`src/rtl/turbo_pkg.sv`:
```
package turbo_pkg;
  // Strobes from the timebase control to the gating datapath
  typedef struct packed {
    logic phaseFlip;  // invert the shared turbo phase at the next edge
  } turboStrobe_t;
endpackage

```
`src/rtl/turbo_timebase.sv`:
```
module turbo_timebase
  import turbo_pkg::*;
#(
  parameter int CFG_W    = 16,
  parameter int HALF_MIN = 100,
  parameter int HALF_MAX = 200,
  localparam int CNT_W   = $clog2(HALF_MAX + 1)
) (
  input  logic               clk,
  input  logic               rstN,
  input  logic [CFG_W-1:0]   halfCfg,
  output turboStrobe_t       strb
);
  logic [CNT_W-1:0] runLimit;
  logic [CNT_W-1:0] cycleCnt;
  logic             atEnd;

  // Clamp the requested half-period into the legal rate window
  always_comb begin
    if (halfCfg < CFG_W'(HALF_MIN))
      runLimit = CNT_W'(HALF_MIN);
    else if (halfCfg > CFG_W'(HALF_MAX))
      runLimit = CNT_W'(HALF_MAX);
    else
      runLimit = CNT_W'(halfCfg);
  end

  // >= so a lowered limit wraps at once instead of overrunning
  assign atEnd = (cycleCnt >= runLimit - CNT_W'(1));

  always_ff @(posedge clk) begin
    if (!rstN)
      cycleCnt <= '0;
    else if (atEnd)
      cycleCnt <= '0;
    else
      cycleCnt <= cycleCnt + CNT_W'(1);
  end

  always_comb begin
    strb = '0;
    strb.phaseFlip = atEnd;
  end
endmodule

```
`src/rtl/turbo_gate.sv`:
```
module turbo_gate
  import turbo_pkg::*;
#(
  parameter int NUM_BTN = 8
) (
  input  logic               clk,
  input  logic               rstN,
  input  turboStrobe_t       strb,
  input  logic [NUM_BTN-1:0] btnHeld,
  input  logic [NUM_BTN-1:0] turboEn,
  output logic [NUM_BTN-1:0] btnOut,
  output logic               phase
);
  // One shared phase register; 1 = pressed half
  always_ff @(posedge clk) begin
    if (!rstN)
      phase <= 1'b1;
    else if (strb.phaseFlip)
      phase <= ~phase;
  end

  for (genvar i = 0; i < NUM_BTN; i++) begin : gBtn
    assign btnOut[i] = btnHeld[i] & (~turboEn[i] | phase);
  end
endmodule

```
`src/rtl/turbo_modulator.sv`:
```
module turbo_modulator
  import turbo_pkg::*;
#(
  parameter int NUM_BTN = 8,
  parameter int CLK_HZ  = 6000,
  parameter int MIN_HZ  = 15,
  parameter int MAX_HZ  = 30,
  parameter int CFG_W   = 16
) (
  input  logic               clk,
  input  logic               rstN,
  input  logic [CFG_W-1:0]   halfCfg,
  input  logic [NUM_BTN-1:0] btnHeld,
  input  logic [NUM_BTN-1:0] turboEn,
  output logic [NUM_BTN-1:0] btnOut
);
  localparam int HALF_MIN = CLK_HZ / (2 * MAX_HZ);
  localparam int HALF_MAX = CLK_HZ / (2 * MIN_HZ);

  turboStrobe_t strb;
  logic         phase;
  logic         flipNow;

  assign flipNow = strb.phaseFlip;

  turbo_timebase #(
    .CFG_W(CFG_W), .HALF_MIN(HALF_MIN), .HALF_MAX(HALF_MAX)
  ) uCtrl (
    .clk(clk), .rstN(rstN), .halfCfg(halfCfg), .strb(strb)
  );

  turbo_gate #(.NUM_BTN(NUM_BTN)) uData (
    .clk(clk), .rstN(rstN), .strb(strb),
    .btnHeld(btnHeld), .turboEn(turboEn),
    .btnOut(btnOut), .phase(phase)
  );
endmodule

```
`config.mk`:
```
export PLATFORM = sky130hd
export DESIGN_NAME = turbo_modulator
export DESIGN_NICKNAME = d
export VERILOG_FILES = /design/src/rtl/turbo_pkg.sv /design/src/rtl/turbo_timebase.sv /design/src/rtl/turbo_gate.sv /design/src/rtl/turbo_modulator.sv
export SDC_FILE = /design/constraint.sdc
export NUM_CORES = 1
export LEC_CHECK = 0
export ABC_AREA = 1
export BUFFER_PORTS_ARGS = -buffer_cell sky130_fd_sc_hd__buf_2
export CELL_PAD_IN_SITES_DETAIL_PLACEMENT = 0
export CELL_PAD_IN_SITES_GLOBAL_PLACEMENT = 1
export CORE_AREA = 4 4 66 68
export CTS_CLUSTER_DIAMETER = 150
export CTS_CLUSTER_SIZE = 25
export DETAILED_ROUTE_END_ITERATION = 8
export DIE_AREA = 0 0 70 72
export HOLD_SLACK_MARGIN = 0.03
export PLACE_DENSITY = 0.71
export SKIP_CTS_REPAIR_TIMING = 1
export SYNTH_ARGS = -nofsm -noshare
export SYNTH_HDL_FRONTEND = slang
export SYNTH_SLANG_ARGS = --single-unit
export TNS_END_PERCENT = 50
```
`constraint.sdc`:
```
create_clock -name clk -period 2.5 [get_ports clk]
set_clock_uncertainty 0.2 [all_clocks]
set_input_delay 0.125 -clock clk [delete_from_list [all_inputs] [get_ports clk]]
set_output_delay 0.125 -clock clk [all_outputs]
set_load 0.005 [all_outputs]
```
==> results.md, run 1 <==
- Status: finished clean
- Final hold violations: 0
- Ports: 42
- Nets: 273
- Root Buffer Master: clkbuf_8
- Fill cells: 418
- Largest net degree at the start of global routing: 10
- Cell row count: 23
- Ys async rst share: 0%
- IO buf count: 41
- Relative slew slack: 80.2%
- CTS tree: built
- Pre-CTS setup slack: -0.200 ns
- Crit path buffers/inverters: 4
- WL per Instance: 9.73 um
- Top cells by area, synth: dfxtp_1 (17%), ha_1 (12%), nand2_1 (11%)
- Ys flop type: dfxtp_1
- Pwr Total: 429 uW
- Max-Cap Viols: 0
- Critical path required time: 2.41 ns
- Largest area contributor in the netlist: dfxtp_1
- Clock Sink Count: 9
- Syn Inst Count: 156
- Initial Util: 27.3%
- Die Area: 5040 um2
- Crit-path cells: buf_6 > nor2_4 > nand2_4 > nor2_8 > nand3_4 > inv_2 > nand2_2 > inv_2 > nand2_2 > ha_4 > nand3_4 > nor2_4 > nand3b_1 > nand2_1 > ha_1 > nand2_1 > nor2_1 > a211oi_2 > buf_4 > nand3_2 > nand2_1 > nand3_1
- Chip width: 70 um
- Share of cells above drive strength 1: 47.8%
- Hold Crit Class: flip-flop to flip-flop
- Slew @ Worst Pin: 0.296 ns
- Seq/Total Area, Yosys: 17.1%
- TritonCTS Buffers: 3
- RD Place Congestion: 0.760
- Startpoint class of the critical path: input port
- GRT overflow: 0
- Crit path max fanout: 3
- Static Leak: 0.919 nW
- Initial antenna violation count: 0
- Synth cell count leaders: nand2_1 (31), inv_1 (20), nor2_1 (18), ha_1 (10)
- Reg clk slew, reported paths: 0.04 ns
- Drt total wl: 2.71 mm
- Vias: 1189
- Iteration-0 DRC Markers: 36
- Number of synthesis warnings: 0
- Post-route ant nets: 0
- Synth top area share: 17.1%
- Max Freq: 0.406 GHz
- Flops & latches, synth: 9
- Crit path kind: input port to flip-flop
- Mapped Avg Cell Area: 6.74 um2
- HPWL Detailed: 2.28 mm
- H-tree levels: 1
- Cell Area, Synth: 1050 um2
- Setup slack after layout: 0.0352 ns
- Fin crit period: 2.46 ns
- Core ar.: 3860 um2
- Slowest Stage Delay on Critical Path: 0.30 ns
- Power per Cell Area: 251 nW/um2
- CP top delay family: simple AND/OR/NAND/NOR gates
- RSZ-0062 raised after global routing: true
- Clk_lat worst skew: 0.23 ns
- Placed cell count: 272
- Peak VDD IR: 0.323 mV
- Count leader, synth: nand2_1
- Worst Path Arrival: 2.38 ns
- Post-synth EDFFs: 0
- Crit. End Element: flip-flop
- TritonRoute pass-1 iters: 4
- Total track usage: 10.4%
- Syn Nets: 200
- Final setup vio count: 0
- DRC: 0
- Via/cell ratio: 4.28
- Crit-path slowest cell: a211oi_2
- Layout area overhead: 62.5%
- First-pass GRT wire length: 4.40 mm
- Non-Filler Instances: 278
- Synth cell types: 25
- Vias in the first global route: 1094
- Cell mode on critical path: nand2_1
- Die height: 72 um
- Max clock buf depth: 2
- Ratio of final minimum period to clock period: 98.6%
- Pins over their slew limit: 0
- # diodes: 0
[report_power, final]
group | switching [mW] | leakage (nW) | total [mW] | internal, mW
clock network | 0.0513 | 0.0228 | 0.162 | 0.111
logic | 0.0524 | 0.823 | 0.114 | 0.0621
registers | 0.00414 | 0.0732 | 0.153 | 0.148
[cell type report]
| class | count | area, um2 | share of cell area (%) |
|---|---|---|---|
| clock buffers | 4 | 45.0 | 2.64 |
| inverters | 26 | 97.6 | 5.71 |
| flip-flops and latches | 9 | 180 | 10.5 |
| multi-input cells | 121 | 881 | 51.6 |
| well taps | 50 | 62.6 | 3.66 |
| repair buffers | 68 | 442 | 25.9 |
[placed cells by master, fill, tap and decap left out, drive strengths merged, types with 2 or more instances in the layout]
cell / count
buf: 67
nand2: 38
inv: 24
nor2: 24
nand3: 15
ha: 10
dfxtp: 9
a21boi: 8
nand4: 8
xor2: 5
a21oi: 4
clkbuf: 4
clkinv: 2
o21bai: 2
o21ai: 2
nor3: 2
[per-layer routing]
layer,vias to the layer above,GRT usage (%),routed length [um]
met5,-,0,0
met4,0,3.83,31
met3,3,1.25,74
met2,13,18.3,1390
met1,523,13.2,1210
li1,650,-,-
[final timing paths]
path	end	start	slack, ns	depth (start not counted)
worst min-delay path	uCtrl.cycleCnt[0]$_SDFF_PP0_	uCtrl.cycleCnt[0]$_SDFF_PP0_	0.26	1
worst max-delay path	uData.phase$_SDFFE_PN1P_	halfCfg[10]	0.04	22
worst max register to register	uData.phase$_SDFFE_PN1P_	uCtrl.cycleCnt[5]$_SDFF_PP0_	0.71	8
worst min register to register	uCtrl.cycleCnt[0]$_SDFF_PP0_	uCtrl.cycleCnt[0]$_SDFF_PP0_	0.26	1
[state kept, by name, indices dropped and copies added (netlist names)]
signal,count
uCtrl.cycleCnt,8
uData.phase,1
[kinds of logic (layout without fill, tap and decap cells)]
logic type	Yosys count	after routing	synth area share (%)
compound gates	17	17	11.2
buf+inv	26	98	9.29
xor+xnor	6	6	5.00
simple gates	88	88	45.5
fa+ha+maj	10	10	11.9
flops	9	9	17.1
[per-stage QoR]
stage / utilization, % / cell area [um2] / hold slack, ns / TNS [ns]
after floorplan: - / 1060 / 0.00961 / -0.0372
after global placement: 39.4 / 1520 / 0.148 / -1.21
after detailed placement: 39.4 / 1520 / 0.150 / -1.48
after CTS: 40.6 / 1560 / -0.0907 / 0
after global routing: 44.3 / 1710 / 0.295 / -0.887
final: 44.3 / 1710 / 0.263 / 0
Power figures use the tool's default switching activity.
==> run 2: changes to the inputs <==
CORE_AREA = 4 4 65 67   (was 4 4 66 68)
DIE_AREA = 0 0 69 71   (was 0 0 70 72)
PLACE_DENSITY = 0.73   (was 0.71)
SYNTH_HIERARCHICAL = 1   (was not set)
==> run 2 against run 1 <==
Non-clock buffer count unchanged. Worst hold slack got worse by 0.023 ns. Synthesized area increased by 1.5%. Via count decreased by 2.8%. Routed wire length decreased by 0.30%. Largest cell class unchanged. Worst setup slack improved by 0.094 ns. Sequential power about the same. Critical path type unchanged. Combinational power increased by 4%. Global-route usage increased by 0.96 points.
==> results.md, run 2 <==
- Status: finished clean
- Count leader, synth: nand2_1
- Number of synthesis warnings: 6
- Max reg flops: 8
- Final setup vio count: 0
- Crit path kind: input port to flip-flop
- Design Area, Final: 1750 um2
- # diodes: 0
- Setup slack after layout: 0.129 ns
- Max clock buf depth: 2
- First-pass GRT wire length: 4.74 mm
- Post-route ant nets: 0
- Ratio of final minimum period to clock period: 94.9%
- Ys async rst share: 0%
- Largest regs: uCtrl/cycleCnt: 8 flops, uData/phase: 1 flops
- Crit path max fanout: 8
- Synth cell count leaders: nand2_1 (32), inv_1 (22), nor2_1 (18), ha_1 (10), nand3_1 (10)
- Top cells by area, synth: dfxtp_1 (17%), ha_1 (12%), nand2_1 (11%)
- Pwr Total: 439 uW
- Highest-count cells in the layout ignoring fill and taps: buf_2 (35), buf_4 (26), nand2_1 (25)
- DRC: 0
- Placed cell count: 268
- Syn Inst Count: 155
- WL per Instance: 9.81 um
- HPWL Detailed: 2.20 mm
- Startpoint class of the critical path: input port
- Cell Area, Synth: 1070 um2
- Synth cell types: 25
- GRT overflow: 0
- Vias in the first global route: 1185
- IO buf count: 41
- Reg clk slew, reported paths: 0.04 ns
- Crit. End Element: flip-flop
- Drt total wl: 2.70 mm
- Peak VDD IR: 0.372 mV
- Mapped Avg Cell Area: 6.89 um2
- Cell area after placement: 1520 um2
- Final core occ: 48.1%
- Root Buffer Master: clkbuf_8
- Synth top area share: 16.9%
- Slew @ Worst Pin: 0.243 ns
- Vias: 1156
- Pre-CTS setup slack: -0.186 ns
- Ys flop type: dfxtp_1
- Nets: 272
- Non-Filler Instances: 275
- RSZ-0062 raised after global routing: true
- Relative slew slack: 83.8%
- Flops & latches, synth: 9
- Post-synth EDFFs: 0
- Die Area: 4900 um2
- Fill cells: 371
- Max-Cap Viols: 0
- Syn Nets: 199
- Layout area overhead: 63.9%
- Pins over their slew limit: 0
- Largest net degree at the start of global routing: 10
- Cell row count: 22
- Share of cells above drive strength 1: 55.5%
- RD Place Congestion: 0.749
- Clk_lat worst skew: 0.23 ns
- Commonest non-fill, non-tap cell in the layout: buf_2
- Top reg by flops: uCtrl/cycleCnt
- Static Leak: 0.907 nW
- Ports: 42
- H-tree levels: 1
- Largest area contributor in the netlist: dfxtp_1
- Fin crit period: 2.37 ns
- Iteration-0 DRC Markers: 35
- Initial Util: 29.4%
- Via/cell ratio: 4.20
- TritonRoute pass-1 iters: 4
- Core ar.: 3630 um2
- Final hold violations: 0
- Die height: 71 um
- Power per Cell Area: 251 nW/um2
- Critical path required time: 2.47 ns
- Total track usage: 11.4%
- Max Freq: 0.422 GHz
- Worst Path Arrival: 2.34 ns
- Chip width: 69 um
- Initial antenna violation count: 0
- TritonCTS Buffers: 3
- CTS tree: built
- Clock Sink Count: 9
- Seq/Total Area, Yosys: 16.9%
- Hold Crit Class: flip-flop to flip-flop
==> run 2: logic make-up (layout without fill, tap and decap cells) <==
kind of cell             Yosys count  count (layout)  share of synthesized area [%]
AO/OA/AOI/OAI                     18              18                           14.1
flip-flops                         9               9                           16.9
buffers and inverters             27              99                           9.73
adder cells (fa/ha/maj)           10              10                           11.7
XOR/XNOR                           7               7                           5.74
AND/OR/NAND/NOR                   84              84                           41.9
==> run 2: worst paths after layout <==
kind,startpoint,to,slack (ns),cells after the start
worst max-delay path,halfCfg[11],uCtrl/cycleCnt[0]$_SDFF_PP0_,0.13,21
worst min-delay path,uCtrl/cycleCnt[0]$_SDFF_PP0_,uCtrl/cycleCnt[0]$_SDFF_PP0_,0.24,1
worst max register to register,uCtrl/cycleCnt[0]$_SDFF_PP0_,uCtrl/cycleCnt[0]$_SDFF_PP0_,0.65,10
worst min register to register,uCtrl/cycleCnt[0]$_SDFF_PP0_,uCtrl/cycleCnt[0]$_SDFF_PP0_,0.24,1
==> run 2: area by class of cell <==
type                       instances  area (um2)  area share (%)
clock buffer                       4        45.0            2.58
multi-input combinational        119         910            52.0
sequential                         9         180            10.3
tap                               48        60.1            3.43
inverter                          27         106            6.08
timing repair buffer              68         448            25.6
==> run 2: worst max-delay path, stage by stage <==
cell      delay, ns
buf_6          0.10
nor2_4         0.11
nand2_4        0.07
nor2_8         0.13
nand3_4        0.08
nand2_4        0.08
inv_4          0.04
nand2_4        0.07
ha_4           0.15
nand3_4        0.07
nor2_4         0.13
nand2_2        0.05
nand2_1        0.05
nand2_1        0.06
ha_1           0.29
nand2_1        0.08
nor2_1         0.05
a211oi_2       0.23
nand3_1        0.12
buf_6          0.17
nor2_1         0.09
==> run 2: power breakdown <==
group / internal [mW] / switching, mW / total (mW)
combinational: 0.0668 / 0.0525 / 0.119
sequential: 0.148 / 0.00494 / 0.153
clock: 0.111 / 0.0556 / 0.166
total: 0.326 / 0.113 / 0.439
==> run 2: per-layer routing <==
metal / GRT usage (%) / vias up / routed length [um]
met4: 5.21 / 0 / 42
met2: 20.7 / 10 / 1410
li1: - / 641 / -
met1: 13.2 / 500 / 1200
met3: 1.56 / 5 / 38
met5: 0 / - / 0
==> run 2: metrics by stage <==
step	TNS (ns)	hold slack, ns
floorplan	0	-0.00119
global placement	-1.17	0.136
detailed placement	-1.61	0.134
CTS	0	-0.107
global route	-0.551	0.262
finish	0	0.240
==> run 3: changes to the inputs <==
CORE_AREA = 4 4 62 64   (was 4 4 65 67)
DIE_AREA = 0 0 66 68   (was 0 0 69 71)
PLACE_DENSITY = 0.77   (was 0.73)
clock period = 2.7 ns   (was 2.5 ns; I/O delays follow)
==> run 3 against run 2 <==
Cell count shrank 2.2%. Sequential share of layout area grew 1.4 points. Clock power shrank 39%. Highest routed layer is now met3.
==> results.md, run 3 (synthesis results as in run 2) <==
- Status: finished clean
- Share of cells above drive strength 1: 45.3%
- Sequential fraction of design power: 42.1%
- Iteration-0 DRC Markers: 25
- Non-Filler Instances: 269
- Post-route ant nets: 0
- Initial antenna violation count: 0
- Critical path required time: 2.69 ns
- Clk_lat worst skew: 0.26 ns
- Largest net degree at the start of global routing: 10
- Sw Share: 27.0%
- Max Freq: 0.407 GHz
- Pins over their slew limit: 0
- Top reg by flops: uCtrl/cycleCnt
- Power per Cell Area: 217 nW/um2
- Highest-count cells in the layout ignoring fill and taps: buf_2 (41), nand2_1 (31), inv_1 (22), buf_4 (22), nor2_1 (17)
- TritonRoute pass-1 iters: 4
- Fin Setup TNS: 0 ns
- GRT overflow: 0
- Vias: 1166
- Startpoint class of the critical path: input port
- Clock Sink Count: 9
- Max clock buf depth: 2
- Reg clk slew, reported paths: 0.06 ns
- WL per Instance: 9.16 um
- Clock share of power: 30.1%
- H-tree levels: 1
- HPWL Detailed: 2.17 mm
- Layout area overhead: 44.9%
- Placed cell count: 264
- Crit path kind: input port to flip-flop
- # diodes: 0
- Chip width: 66 um
- Minimum hold slack: 0.284 ns
- IO buf count: 41
- Drt total wl: 2.46 mm
- Fill cells: 338
- Ports: 42
- Cell row count: 21
- Max-Cap Viols: 0
- Core ar.: 3280 um2
- Peak VDD IR: 0.203 mV
- Worst Path Arrival: 2.45 ns
- Max reg flops: 8
- Slew @ Worst Pin: 0.216 ns
- Vias in the first global route: 1058
- TritonCTS Buffers: 3
- Final core occ: 47.1%
- First-pass GRT wire length: 4.08 mm
- Relative slew slack: 85.5%
- Sw Pwr: 90.7 uW
- Die Area: 4490 um2
- Static Leak: 0.845 nW
- Via/cell ratio: 4.33
- Ratio of final minimum period to clock period: 91.1%
- DRC: 0
- Total track usage: 11.3%
- Initial Util: 32.5%
- Hold Crit Class: flip-flop to flip-flop
- CTS tree: built
- Crit. End Element: flip-flop
- Die height: 68 um
- Fin crit period: 2.46 ns
- Final setup vio count: 0
- Largest regs: uCtrl/cycleCnt: 8 flops, uData/phase: 1 flops
- Comb power frac: 27.7%
- Crit path max fanout: 8
- Cell-internal power: 245 uW
- RD Place Congestion: 0.748
- Final hold violations: 0
- Commonest non-fill, non-tap cell in the layout: buf_2
- Nets: 268
- Root Buffer Master: clkbuf_4
## run 3: cell count changes in the layout (fill, tap and decap cells not counted), moves of 3 or more
cell	delta
clkbuf_8	-3
nor2_1	+8
buf_4	-4
nor2_2	-4
nand2_1	+6
buf_6	-6
buf_2	+6
nand2_4	-3
nand2_2	-3
inv_1	+3
clkbuf_4	+3
nor2_4	-4
## run 3: power by group through the flow
| stage | combinational, mW | clock [mW] | sequential (mW) |
|---|---|---|---|
| after global placement | 0.0908 | 0 | 0.144 |
| after floorplan | 0.0367 | 0 | 0.143 |
| after detailed placement | 0.0911 | 0 | 0.144 |
| final | 0.0930 | 0.101 | 0.141 |
| after CTS | 0.0915 | 0.108 | 0.141 |
| after global routing | 0.104 | 0.112 | 0.142 |
## run 3: through the flow
step / power (mW) / setup WS, ns / instance area [um2]
4_1_cts: 0.341 / 0.158 / 1520
3_3_place_gp: 0.235 / -0.0726 / 1500
6_report: 0.335 / 0.240 / 1550
5_1_grt: 0.359 / -0.00728 / 1550
2_1_floorplan: 0.180 / 0.140 / 1070
3_5_place_dp: 0.235 / -0.107 / 1500
## run 3: routing by layer
| metal | track usage, % | share of wire, % |
|---|---|---|
| met1 | 12.7 | 46 |
| met2 | 21.2 | 47 |
| met3 | 4.43 | 7.2 |
| met4 | 0.761 | 0 |
| met5 | 0 | 0 |
## run 3: final timing paths
kind / start / end / slack (ns) / cells after the start
worst min-delay path: uCtrl/cycleCnt[0]$_SDFF_PP0_ / uCtrl/cycleCnt[0]$_SDFF_PP0_ / 0.28 / 1
worst min register to register: uCtrl/cycleCnt[0]$_SDFF_PP0_ / uCtrl/cycleCnt[0]$_SDFF_PP0_ / 0.28 / 1
worst max-delay path: halfCfg[9] / uCtrl/cycleCnt[0]$_SDFF_PP0_ / 0.24 / 21
worst max register to register: uCtrl/cycleCnt[0]$_SDFF_PP0_ / uCtrl/cycleCnt[0]$_SDFF_PP0_ / 0.83 / 10
## run 3: final cells by class
cell class / count / area [um2] / area share, %
well taps: 46 / 57.6 / 3.72
flip-flops and latches: 9 / 180 / 11.7
inverters: 27 / 104 / 6.72
repair buffers: 64 / 380 / 24.6
clock buffers: 4 / 26.3 / 1.70
multi-input cells: 119 / 798 / 51.6
## run 3: critical path, cell delays in order
cell,delay [ns]
buf_2,0.10
nor2_1,0.12
nand2_2,0.10
nor2_8,0.11
nand3_2,0.09
inv_2,0.06
nand2_1,0.05
inv_1,0.07
nand2_1,0.07
ha_1,0.20
buf_4,0.14
xor2_1,0.14
inv_1,0.06
ha_1,0.26
a21boi_0,0.13
o21ai_1,0.15
nand2_1,0.07
nand2_1,0.08
nand3_1,0.06
buf_4,0.17
nor2_1,0.09
